$ cat src/rtl/dact_pkg.sv
// Package: command and reason encodings shared by the activation monitor,
// plus the rounding helper that turns picosecond limits into cycles.
// Assumes all limits are positive and the clock period is non-zero.
package dact_pkg;

    typedef enum logic [2:0] {
        OP_NOP = 3'd0,
        OP_ACT = 3'd1,
        OP_RD  = 3'd2,
        OP_WR  = 3'd3,
        OP_PRE = 3'd4
    } dact_op_e;

    typedef enum logic [2:0] {
        RC_NONE     = 3'd0,
        RC_NO_ROW   = 3'd1,
        RC_COL_EARLY = 3'd2,
        RC_SAME_ACT = 3'd3,
        RC_CROSS_ACT = 3'd4,
        RC_ROW_OPEN = 3'd5
    } dact_code_e;

    // Round a picosecond limit up to whole clocks, never below one.
    function automatic int ps_to_cyc(input int lim_ps, input int clk_ps);
        int c;
        c = (lim_ps + clk_ps - 1) / clk_ps;
        return (c < 1) ? 1 : c;
    endfunction

    function automatic int imax(input int a, input int b);
        return (a > b) ? a : b;
    endfunction

endpackage

$ cat src/rtl/dact_rule_eval.sv
// Module: combinational judgement of one command against the bank state.
// It applies the ACTIVE priority row-open, same-bank, cross-bank and the
// column priority no-row, too-early. It assumes counters saturate at or
// above their limits.
module dact_rule_eval
    import dact_pkg::*;
#(
    parameter int NB       = 4,
    parameter int BANK_W   = 2,
    parameter int CNT_W    = 4,
    parameter int G_W      = 2,
    parameter int TRC_CYC  = 9,
    parameter int TRCD_CYC = 3,
    parameter int TRRD_CYC = 2
) (
    input  logic [2:0]                cmd_op,
    input  logic                      cmd_vld,
    input  logic [BANK_W-1:0]         cmd_bank,
    input  logic [NB-1:0]             open_i,
    input  logic [NB-1:0][CNT_W-1:0]  cnt_i,
    input  logic [G_W-1:0]            gcnt_i,
    input  logic [BANK_W-1:0]         last_bank_i,
    output logic                      ok_o,
    output logic                      bad_o,
    output dact_code_e                code_o
);

    localparam logic [CNT_W-1:0] TRC_L  = CNT_W'(TRC_CYC);
    localparam logic [CNT_W-1:0] TRCD_L = CNT_W'(TRCD_CYC);
    localparam logic [G_W-1:0]   TRRD_L = G_W'(TRRD_CYC);

    logic             sel_open;
    logic [CNT_W-1:0] sel_cnt;

    // Pick the addressed bank's state.
    always_comb begin
        sel_open = open_i[cmd_bank];
        sel_cnt  = cnt_i[cmd_bank];
    end

    // Decide legality and reason code.
    always_comb begin
        ok_o   = 1'b0;
        code_o = RC_NONE;
        if (cmd_vld) begin
            unique case (cmd_op)
                OP_ACT: begin
                    if (sel_open)
                        code_o = RC_ROW_OPEN;
                    else if (sel_cnt < TRC_L)
                        code_o = RC_SAME_ACT;
                    else if (last_bank_i != cmd_bank && gcnt_i < TRRD_L)
                        code_o = RC_CROSS_ACT;
                    else
                        ok_o = 1'b1;
                end
                OP_RD, OP_WR: begin
                    if (!sel_open)
                        code_o = RC_NO_ROW;
                    else if (sel_cnt < TRCD_L)
                        code_o = RC_COL_EARLY;
                    else
                        ok_o = 1'b1;
                end
                OP_PRE:  ok_o = 1'b1;
                default: ok_o = 1'b0;
            endcase
        end
        bad_o = (code_o != RC_NONE);
    end

endmodule

$ cat config.mk
export PLATFORM = sky130hd
export DESIGN_NAME = dact_rule_eval
export DESIGN_NICKNAME = d
export VERILOG_FILES = /design/src/rtl/dact_pkg.sv /design/src/rtl/dact_rule_eval.sv
export SDC_FILE = /design/constraint.sdc
export NUM_CORES = 1
export LEC_CHECK = 0
export BUFFER_PORTS_ARGS = -buffer_cell sky130_fd_sc_hd__buf_4
export CAP_MARGIN = 10
export CORE_AREA = 5 5 42 44
export DETAILED_ROUTE_END_ITERATION = 12
export DIE_AREA = 0 0 47 49
export GPL_TIMING_DRIVEN = 0
export PLACE_DENSITY = 0.7
export SETUP_SLACK_MARGIN = 0.5
export SLEW_MARGIN = 40
export SYNTH_ARGS = -nofsm -noshare
export SYNTH_HDL_FRONTEND = slang
export SYNTH_SLANG_ARGS = --single-unit
export TNS_END_PERCENT = 20
$ cat constraint.sdc
create_clock -name vclk -period 2.3
set_input_delay 0 -clock vclk [all_inputs]
set_output_delay 0 -clock vclk [all_outputs]
set_load 0.005 [all_outputs]
# --- Word-level counts from Yosys, hierarchy flattened ---
# Index checks and enable logic that the tools add are counted.
word_totals:
  reg_bits: 0
  input_bits: 30
  output_inout_bits: 5
  word_cells: 30
op_classes:
  n_lt_le_gt_ge: 4
  eq_ne: 5
  mux: 18
  n_reduce_logical: 3
op_table:
  columns: ["op", "count"]
  rows:
  - ["$mux 3", 4]
  - ["$bmux 4 s2", 1]
  - ["$mux 1", 7]
  - ["$eq 3x2->1 const B", 2]
  - ["$pmux 3 s2", 1]
  - ["$lt 4x2->1 const B", 1]
  - ["$lt 4x4->1 const B", 1]
  - ["$mux 2", 2]
  - ["$mux 4", 1]
  - ["$eq 3x1->1 const B", 1]
  - ["$eq 3x3->1 const B", 1]
  - ["$lt 2x3->1 const B", 1]
  - ["$pmux 1 s3", 1]
  - ["$reduce_bool 3->1", 1]
  - ["$bmux 1 s2", 1]
  - ["$lt 2x2->1 const B", 1]
  - ["$ne 2x2->1", 1]
  - ["$reduce_or 2->1", 1]
  - ["$logic_and 1x1->1", 1]

# --- Logic depth before layout (Yosys ltp) ---
# Gate-level depths: netlist of run 1.
logic_depth:
  depth_word: 8
  depth_mapped: 5
  depth_no_buf: 4

# --- Worst setup path before layout of run 1 ---
# No wires, ideal clock.
synth_path:
  path_type: "input to output"
  start: "input port cmd_bank[0]"
  end: "output port ok_o"
  arrival_ns: 1.354
  required_ns: 2.300
  slack_ns: 0.946
  stages: 4
  n_path_buf: 1
  path_cell_list: "buf_6 > mux4_2 > or4b_1 > a31oi_1"
synth_between:
  elab_chain_len: 7
  elab_cells_between_ends: 15
  classes_between: "order compare (2); eq/ne (1); mux (11); reduce/logical (1)"
synth_lines:
  columns: ["element", "line", "source"]
  rows:
  - ["start: declaration", "dact_rule_eval.sv:18", "input logic [BANK_W-1:0] cmd_bank,"]
  - ["$bmux 4 s2 / $ne 2x2->1 (equally long branches)", "dact_rule_eval.sv:38, dact_rule_eval.sv:52", null]
  - ["$mux 4 (implied by the code) / $logic_and 1x1->1 (equally long branches)", "dact_rule_eval.sv:38, dact_rule_eval.sv:52", null]
  - ["$lt 4x2->1 (tied with other cells)", "dact_rule_eval.sv:60", "else if (sel_cnt < TRCD_L)"]
  - ["$mux 1 (on tied branches)", "dact_rule_eval.sv:60, dact_rule_eval.sv:50", null]
  - ["$mux 1 (on tied branches)", "dact_rule_eval.sv:58, dact_rule_eval.sv:48", null]
  - ["$pmux 1 s3 *", "dact_rule_eval.sv:46", "unique case (cmd_op)"]
  - ["$mux 1 *", "dact_rule_eval.sv:45", "if (cmd_vld) begin"]
  - ["end: declaration", "dact_rule_eval.sv:23", "output logic ok_o,"]
# Every way passes the cells marked *; elsewhere a longest branch is shown, timed or not. The select of a mux whose other input is x is not followed.

# --- Worst setup path after layout of run 1 ---
layout_path:
  start: "input port cmd_bank[0]"
  end: "output port bad_o"
layout_between:
  elab_chain_len: 8
  elab_cells_between_ends: 16
  classes_between: "order compare (2); eq/ne (1); mux (11); reduce/logical (2)"
layout_lines:
  columns: ["element", "line", "source"]
  rows:
  - ["$bmux 4 s2 / $ne 2x2->1 (equally long branches)", "dact_rule_eval.sv:38, dact_rule_eval.sv:52", null]
  - ["$mux 4 (implied by the code) / $logic_and 1x1->1 (equally long branches)", "dact_rule_eval.sv:38, dact_rule_eval.sv:52", null]
  - ["$lt 4x4->1 (tied with other cells)", "dact_rule_eval.sv:50", "else if (sel_cnt < TRC_L)"]
  - ["$mux 3 / $mux 2 (equally long branches)", "dact_rule_eval.sv:50, dact_rule_eval.sv:60", null]
  - ["$mux 3 / $mux 2 (equally long branches)", "dact_rule_eval.sv:48, dact_rule_eval.sv:58", null]
  - ["$pmux 3 s2 *", "dact_rule_eval.sv:46", null]
  - ["$mux 3 *", "dact_rule_eval.sv:45", null]
  - ["$reduce_bool 3->1 *", "dact_rule_eval.sv:69", "bad_o = (code_o != RC_NONE);"]
  - ["end: declaration", "dact_rule_eval.sv:24", "output logic bad_o,"]
# Marks and branches as above.

==> impl_metrics.yaml, run 1 <==
outcome:
  status: "finished, final reports clean"
floorplan:
  start_util_pct: 21.96
  die_y_um: 49
  core_area_sq_um: 1401
  die_width_um: 47
  dieArea_sq_um: 2303
  io_pins: 35
  rows: 14
critical_path:
  worst_setup_path_end_kind: "output pin"
  critPathMaxStageDelay_ps: 570
  crit_family: "compound AO/OA/AOI/OAI gates"
  cp_slowest_cell: "mux4_2"
  startpoint_type: "input pin"
  cp_num_buf_inv: 2
  cp.arrival_ps: 1530
  worstPathCellList: "buf_6 > mux4_2 > a2111oi_0 > o31ai_1 > o211ai_1 > buf_4"
  crit_fanout: 7
  worstSetupPathType: "input pin to output pin"
  cp.required_ps: 2300
global_routing:
  grt_pass1_wl_um: 1690
  grt_overflow: 0
  antenna_found_initial: 0
  grt_max_degree: 8
  grt_pass1_vias: 464
  grt_usage_pct: 9.040
sta:
  slew_headroom_pct: 74.41
  tns_ps: 0
  slew_violations: 0
  rsz0062_at_grt: "false"
  tightest_slew_ps: 374.2
  finalCriticalPeriod_ps: 1529
  whs_ps: 338.7
  timing.fmax_mhz: 653.9
  setup_slack_ps: 770.8
  post-route-period-util_pct: 66.49
  hold_viol: 0
  finalSetupViolCount: 0
place:
  portBuffers: 32
  gp_congestion: 0.6097
  post-place-ws_ps: 735.8
clocking:
  ctsResizeCount: 0
  cts_hold_buf: 0
  post_cts_buffers: 0
layout:
  area_growth_syn_to_layout_pct: 84.55
  final_common_cell: "buf_4"
  register_area_sq_um: 0
  post-route-util_pct: 40.54
  clkbuf_count: 0
  layout_common_cells: "buf_4 (32), mux4_1 (4), inv_1 (4)"
  drive_gt1_share_pct: 57.81
  multi_input_area_sq_um: 276.5
  final_nets: 96
  seq_cells: 0
  fillers: 157
  num_antenna_cells: 0
synthesis:
  yosys_warnings: 0
  synth_area_leaders: "mux4_1 (34%), mux4_2 (7.3%), xnor2_1 (5.7%)"
  netlist_area_sq_um: 307.8
  syn-instance-count: 32
  ys_seq_area_share_pct: 0
  netlist-cell-type-count: 22
  syn_nets: 62
  synth.avg_cell_area_sq_um: 9.619
  yosysTopAreaCell: "mux4_1"
  yosysTopAreaCellShare_pct: 34.15
power_and_ir_drop:
  vdd_drop_max_v: 0.00007129
  p_comb_share_pct: 100.0
  power_density_nw_per_um2: 163.8
  p_clk_share_pct: 0
  p_leak_nw: 0.2831
  swShare_pct: 34.96
  p_total_mw: 0.09306
  seq_power_share_pct: 0
  switchingPower_mw: 0.03253
  p_int_mw: 0.06053
routing:
  via_count: 399
  dr.pass1.iters: 2
  wire_per_inst_um: 12.08
  detail_route.iter0.violations: 1
  viasPerCell: 4.988
  postRouteAntennaNets: 0
  routed_wl_um: 966
  drc: 0
min_path:
  hold_class: "input pin to output pin"
run:
  drv_cap: 0
[final timing paths]
path               startpoint     to  cells after the start
setup / recovery  cmd_bank[0]  bad_o                      6
hold / removal        cmd_vld   ok_o                      4
[metal layers]
metal  share of wire, %  global-route usage [%]
met5                  0                       0
met4                  0                       0
met3                 15                   2.583
met2                 46                   16.06
met1                 39                   11.09
[cell families (layout without fill, tap and decap cells)]
kind of cell	Yosys count	count (layout)	synth area share, %
and+or+nand+nor	10	10	20.33
AOI/OAI and AO/OA	9	9	22.36
xor gates and xnor gates	2	2	5.692
buffers and inverters	6	38	10.16
muxes	5	5	41.46
[final cells by class]
| cell class | count | area share, % |
|---|---|---|
| multi-input combinational | 26 | 48.68 |
| buffer | 2 | 2.863 |
| tap | 16 | 3.524 |
| inverter | 4 | 2.643 |
| timing repair buffer | 32 | 42.29 |
[worst min-delay path, cell delays in order]
cell     delay [ps]
buf_4           110
inv_1            60
a31oi_1          40
buf_4           120
[cells in the mapped netlist]
cell type and count:
and4b_2 1, inv_1 4, a32oi_1 1, o21ai_0 1, or4b_1 1, a2111oi_0 1
mux4_2 1, mux4_1 4, nand2_1 2, a31oi_1 1, o31ai_2 1, xnor2_1 2
o31ai_1 1, buf_6 1, o211ai_1 1, nor2_1 2, and2_1 2, clkbuf_2 1
a21oi_1 1, or3_1 1, a211oi_1 1, nor3b_1 1
[power groups by stage]
stage	Clock (mW)	Sequential, mW	Combinational (mW)
after floorplan	0	0	0.0450
after global placement	0	0	0.0924
after detailed placement	0	0	0.0946
after CTS	0	0	0.0945
after global routing	0	0	0.104
final	0	0	0.0931
[stage by stage]
step           cell area (sq um)  instances
2_1_floorplan              307.8         32
3_3_place_gp               568.0         80
3_5_place_dp               568.0         80
4_1_cts                    568.0         80
5_1_grt                    568.0         80
6_report                   568.0         80
No activity file was read; power rests on OpenSTA's default activity.
==> inputs of run 2 (changes only) <==
--- a/config.mk
+++ b/config.mk
@@ -5,13 +5,14 @@
 export SDC_FILE = /design/constraint.sdc
 export NUM_CORES = 1
 export LEC_CHECK = 0
+export ABC_AREA = 1
 export BUFFER_PORTS_ARGS = -buffer_cell sky130_fd_sc_hd__buf_4
 export CAP_MARGIN = 10
 export CORE_AREA = 5 5 42 44
 export DETAILED_ROUTE_END_ITERATION = 12
 export DIE_AREA = 0 0 47 49
 export GPL_TIMING_DRIVEN = 0
-export PLACE_DENSITY = 0.7
+export PLACE_DENSITY = 0.79
 export SETUP_SLACK_MARGIN = 0.5
 export SLEW_MARGIN = 40
 export SYNTH_ARGS = -nofsm -noshare
==> constraint.sdc (replaced) <==
create_clock -name vclk -period 1.29
set_input_delay 0 -clock vclk [all_inputs]
set_output_delay 0 -clock vclk [all_outputs]
set_load 0.005 [all_outputs]
==> run 2 against run 1 <==
Effect of this change: area after synthesis increased by 26%; power increased to 2.7 times the previous value; first-iteration DRC count rose to 9.0 times the previous value; die area is the same; routed wire length increased by 31%; combinational power grew to 2.7 times the previous value; largest power group unchanged; clock-buffer cell count did not move; non-clock buffer count is 2 higher; hold slack got worse by 20 ps.
==> impl_metrics.yaml, run 2 <==
critical_path:
  worstSetupPathType: "input pin to output pin"
  cp_num_buf_inv: 3
  crit_fanout: 6
  cp.required_ps: 1290
  crit_family: "simple AND/OR/NAND/NOR gates"
  startpoint_type: "input pin"
  cp.arrival_ps: 1020
  crit_start: "cmd_bank[0]"
  critPathMaxStageDelay_ps: 150
  cp_slowest_cell: "buf_4"
  worst_setup_path_end_kind: "output pin"
  worstPathCellList: "buf_8 > buf_4 > nand2_2 > nand3_2 > nand2_4 > nor2_4 > nor2_2 > nand2_1 > nand2_1 > nand2_2 > nand3_2 > buf_6"
place:
  post-place-ws_ps: 161.8
  hpwlAfterDp_um: 1024
  numPlacedInstances: 130
  gp_congestion: 0.7219
  portBuffers: 33
floorplan:
  start_util_pct: 27.77
  rows: 14
  dieArea_sq_um: 2303
  core_area_sq_um: 1401
  io_pins: 35
  die_y_um: 49
  die_width_um: 47
min_path:
  hold_class: "input pin to output pin"
  hp-start: "cmd_vld"
global_routing:
  antenna_found_initial: 0
  grt_pass1_wl_um: 2166
  grt_usage_pct: 11.51
  grt_pass1_vias: 544
  grt_overflow: 0
  grt_max_degree: 9
clocking:
  cts_hold_buf: 0
  post_cts_buffers: 0
sta:
  finalSetupViolCount: 0
  post-route-period-util_pct: 78.78
  slew_violations: 0
  setup_slack_ps: 273.8
  tns_ps: 0
  hold_viol: 0
  rsz0062_at_grt: "true"
  finalCriticalPeriod_ps: 1016
  timing.fmax_mhz: 984.0
  slew_headroom_pct: 73.60
  tightest_slew_ps: 393.9
routing:
  routed_wl_um: 1270
  dr.pass1.iters: 4
  postRouteAntennaNets: 0
  detail_route.iter0.violations: 9
  drc: 0
  via_count: 589
  wire_per_inst_um: 9.695
  viasPerCell: 4.496
outcome:
  status: "finished, final reports clean"
synthesis:
  netlist_area_sq_um: 389.1
  yosys_warnings: 0
  synth_most_common_cell: "nand2_1"
  synth.avg_cell_area_sq_um: 4.804
  synth.cells.most_frequent: "nand2_1 (35), inv_1 (11), nand3_1 (10)"
  yosysTopAreaCellShare_pct: 33.76
  synth_area_leaders: "nand2_1 (34%), nand3_1 (13%), inv_1 (11%)"
  yosysTopAreaCell: "nand2_1"
  syn-instance-count: 81
  syn_nets: 111
  ys_seq_area_share_pct: 0
  netlist-cell-type-count: 17
layout:
  seq_cells: 0
  fin_cells: 131
  post-route-util_pct: 53.84
  area_growth_syn_to_layout_pct: 93.89
  register_area_sq_um: 0
  clkbuf_count: 0
  layout_common_cells: "buf_4 (32), nand2_1 (27), inv_1 (9)"
  final_common_cell: "buf_4"
  final_nets: 147
  drive_gt1_share_pct: 56.52
  num_antenna_cells: 0
power_and_ir_drop:
  p_leak_nw: 0.4464
  vdd_drop_max_v: 0.0001439
  power_density_nw_per_um2: 331.0
run:
  drv_cap: 0
[run 2: cell count changes in the layout (fill, tap and decap cells not counted), moves of 3 or more]
cell / previous run / this run
nand2_4: 0 / 3
nand2_1: 2 / 27
nand3_1: 0 / 7
inv_2: 0 / 3
inv_1: 4 / 9
nand2_2: 0 / 8
nand3_2: 0 / 6
mux4_1: 4 / 0
[run 2: cell type report]
cell class / instances / area [sq um]
Fill cell: 142 / 646.9
Timing Repair Buffer: 34 / 266.5
Inverter: 14 / 60.06
Buffer: 2 / 16.27
Multi-Input combinational cell: 65 / 391.6
Tap cell: 16 / 20.02
[run 2: logic make-up after synthesis]
| logic type | after synthesis | share of synthesized area (%) |
|---|---|---|
| AOI/OAI and AO/OA | 4 | 7.072 |
| xor gates and xnor gates | 2 | 4.502 |
| buffers and inverters | 16 | 18.00 |
| and+or+nand+nor | 59 | 70.42 |
[run 2: final timing paths]
check             slack [ps]  depth (start not counted)  endpoint
hold / removal           320                          4     bad_o
setup / recovery         270                         12     bad_o
[run 2: power breakdown]
group / switching, mW / internal, mW / total (mW) / leakage [nW]
combinational: 0.122 / 0.128 / 0.250 / 0.446
clock: 0 / 0 / 0 / 0
sequential: 0 / 0 / 0 / 0
total: 0.122 / 0.128 / 0.250 / 0.446
[run 2: metrics by stage]
step                power (mW)  hold WS, ps  area (sq um)
finish                  0.2497        319.2         754.5
detailed placement      0.2031        317.6         656.9
CTS                     0.2209        309.4         696.9
global placement        0.1992        305.8         656.9
floorplan               0.1076        70.71         389.1
global route            0.2769        342.2         754.5
[run 2: metal layers]
| metal | vias to the layer above | share of wire (%) | GRT usage (%) |
|---|---|---|---|
| li1 | 316 | - | - |
| met1 | 245 | 36 | 14.57 |
| met2 | 28 | 53 | 21.27 |
| met3 | 0 | 11 | 1.107 |
| met4 | 0 | 0 | 0 |
| met5 | - | 0 | 0 |
[run 2: what timing repair did]
action / CTS / global route
cloned: 1 / 0
gates resized for setup: 11 / 16
setup endpoints to repair: 5 / 5
pin swaps: 7 / 9
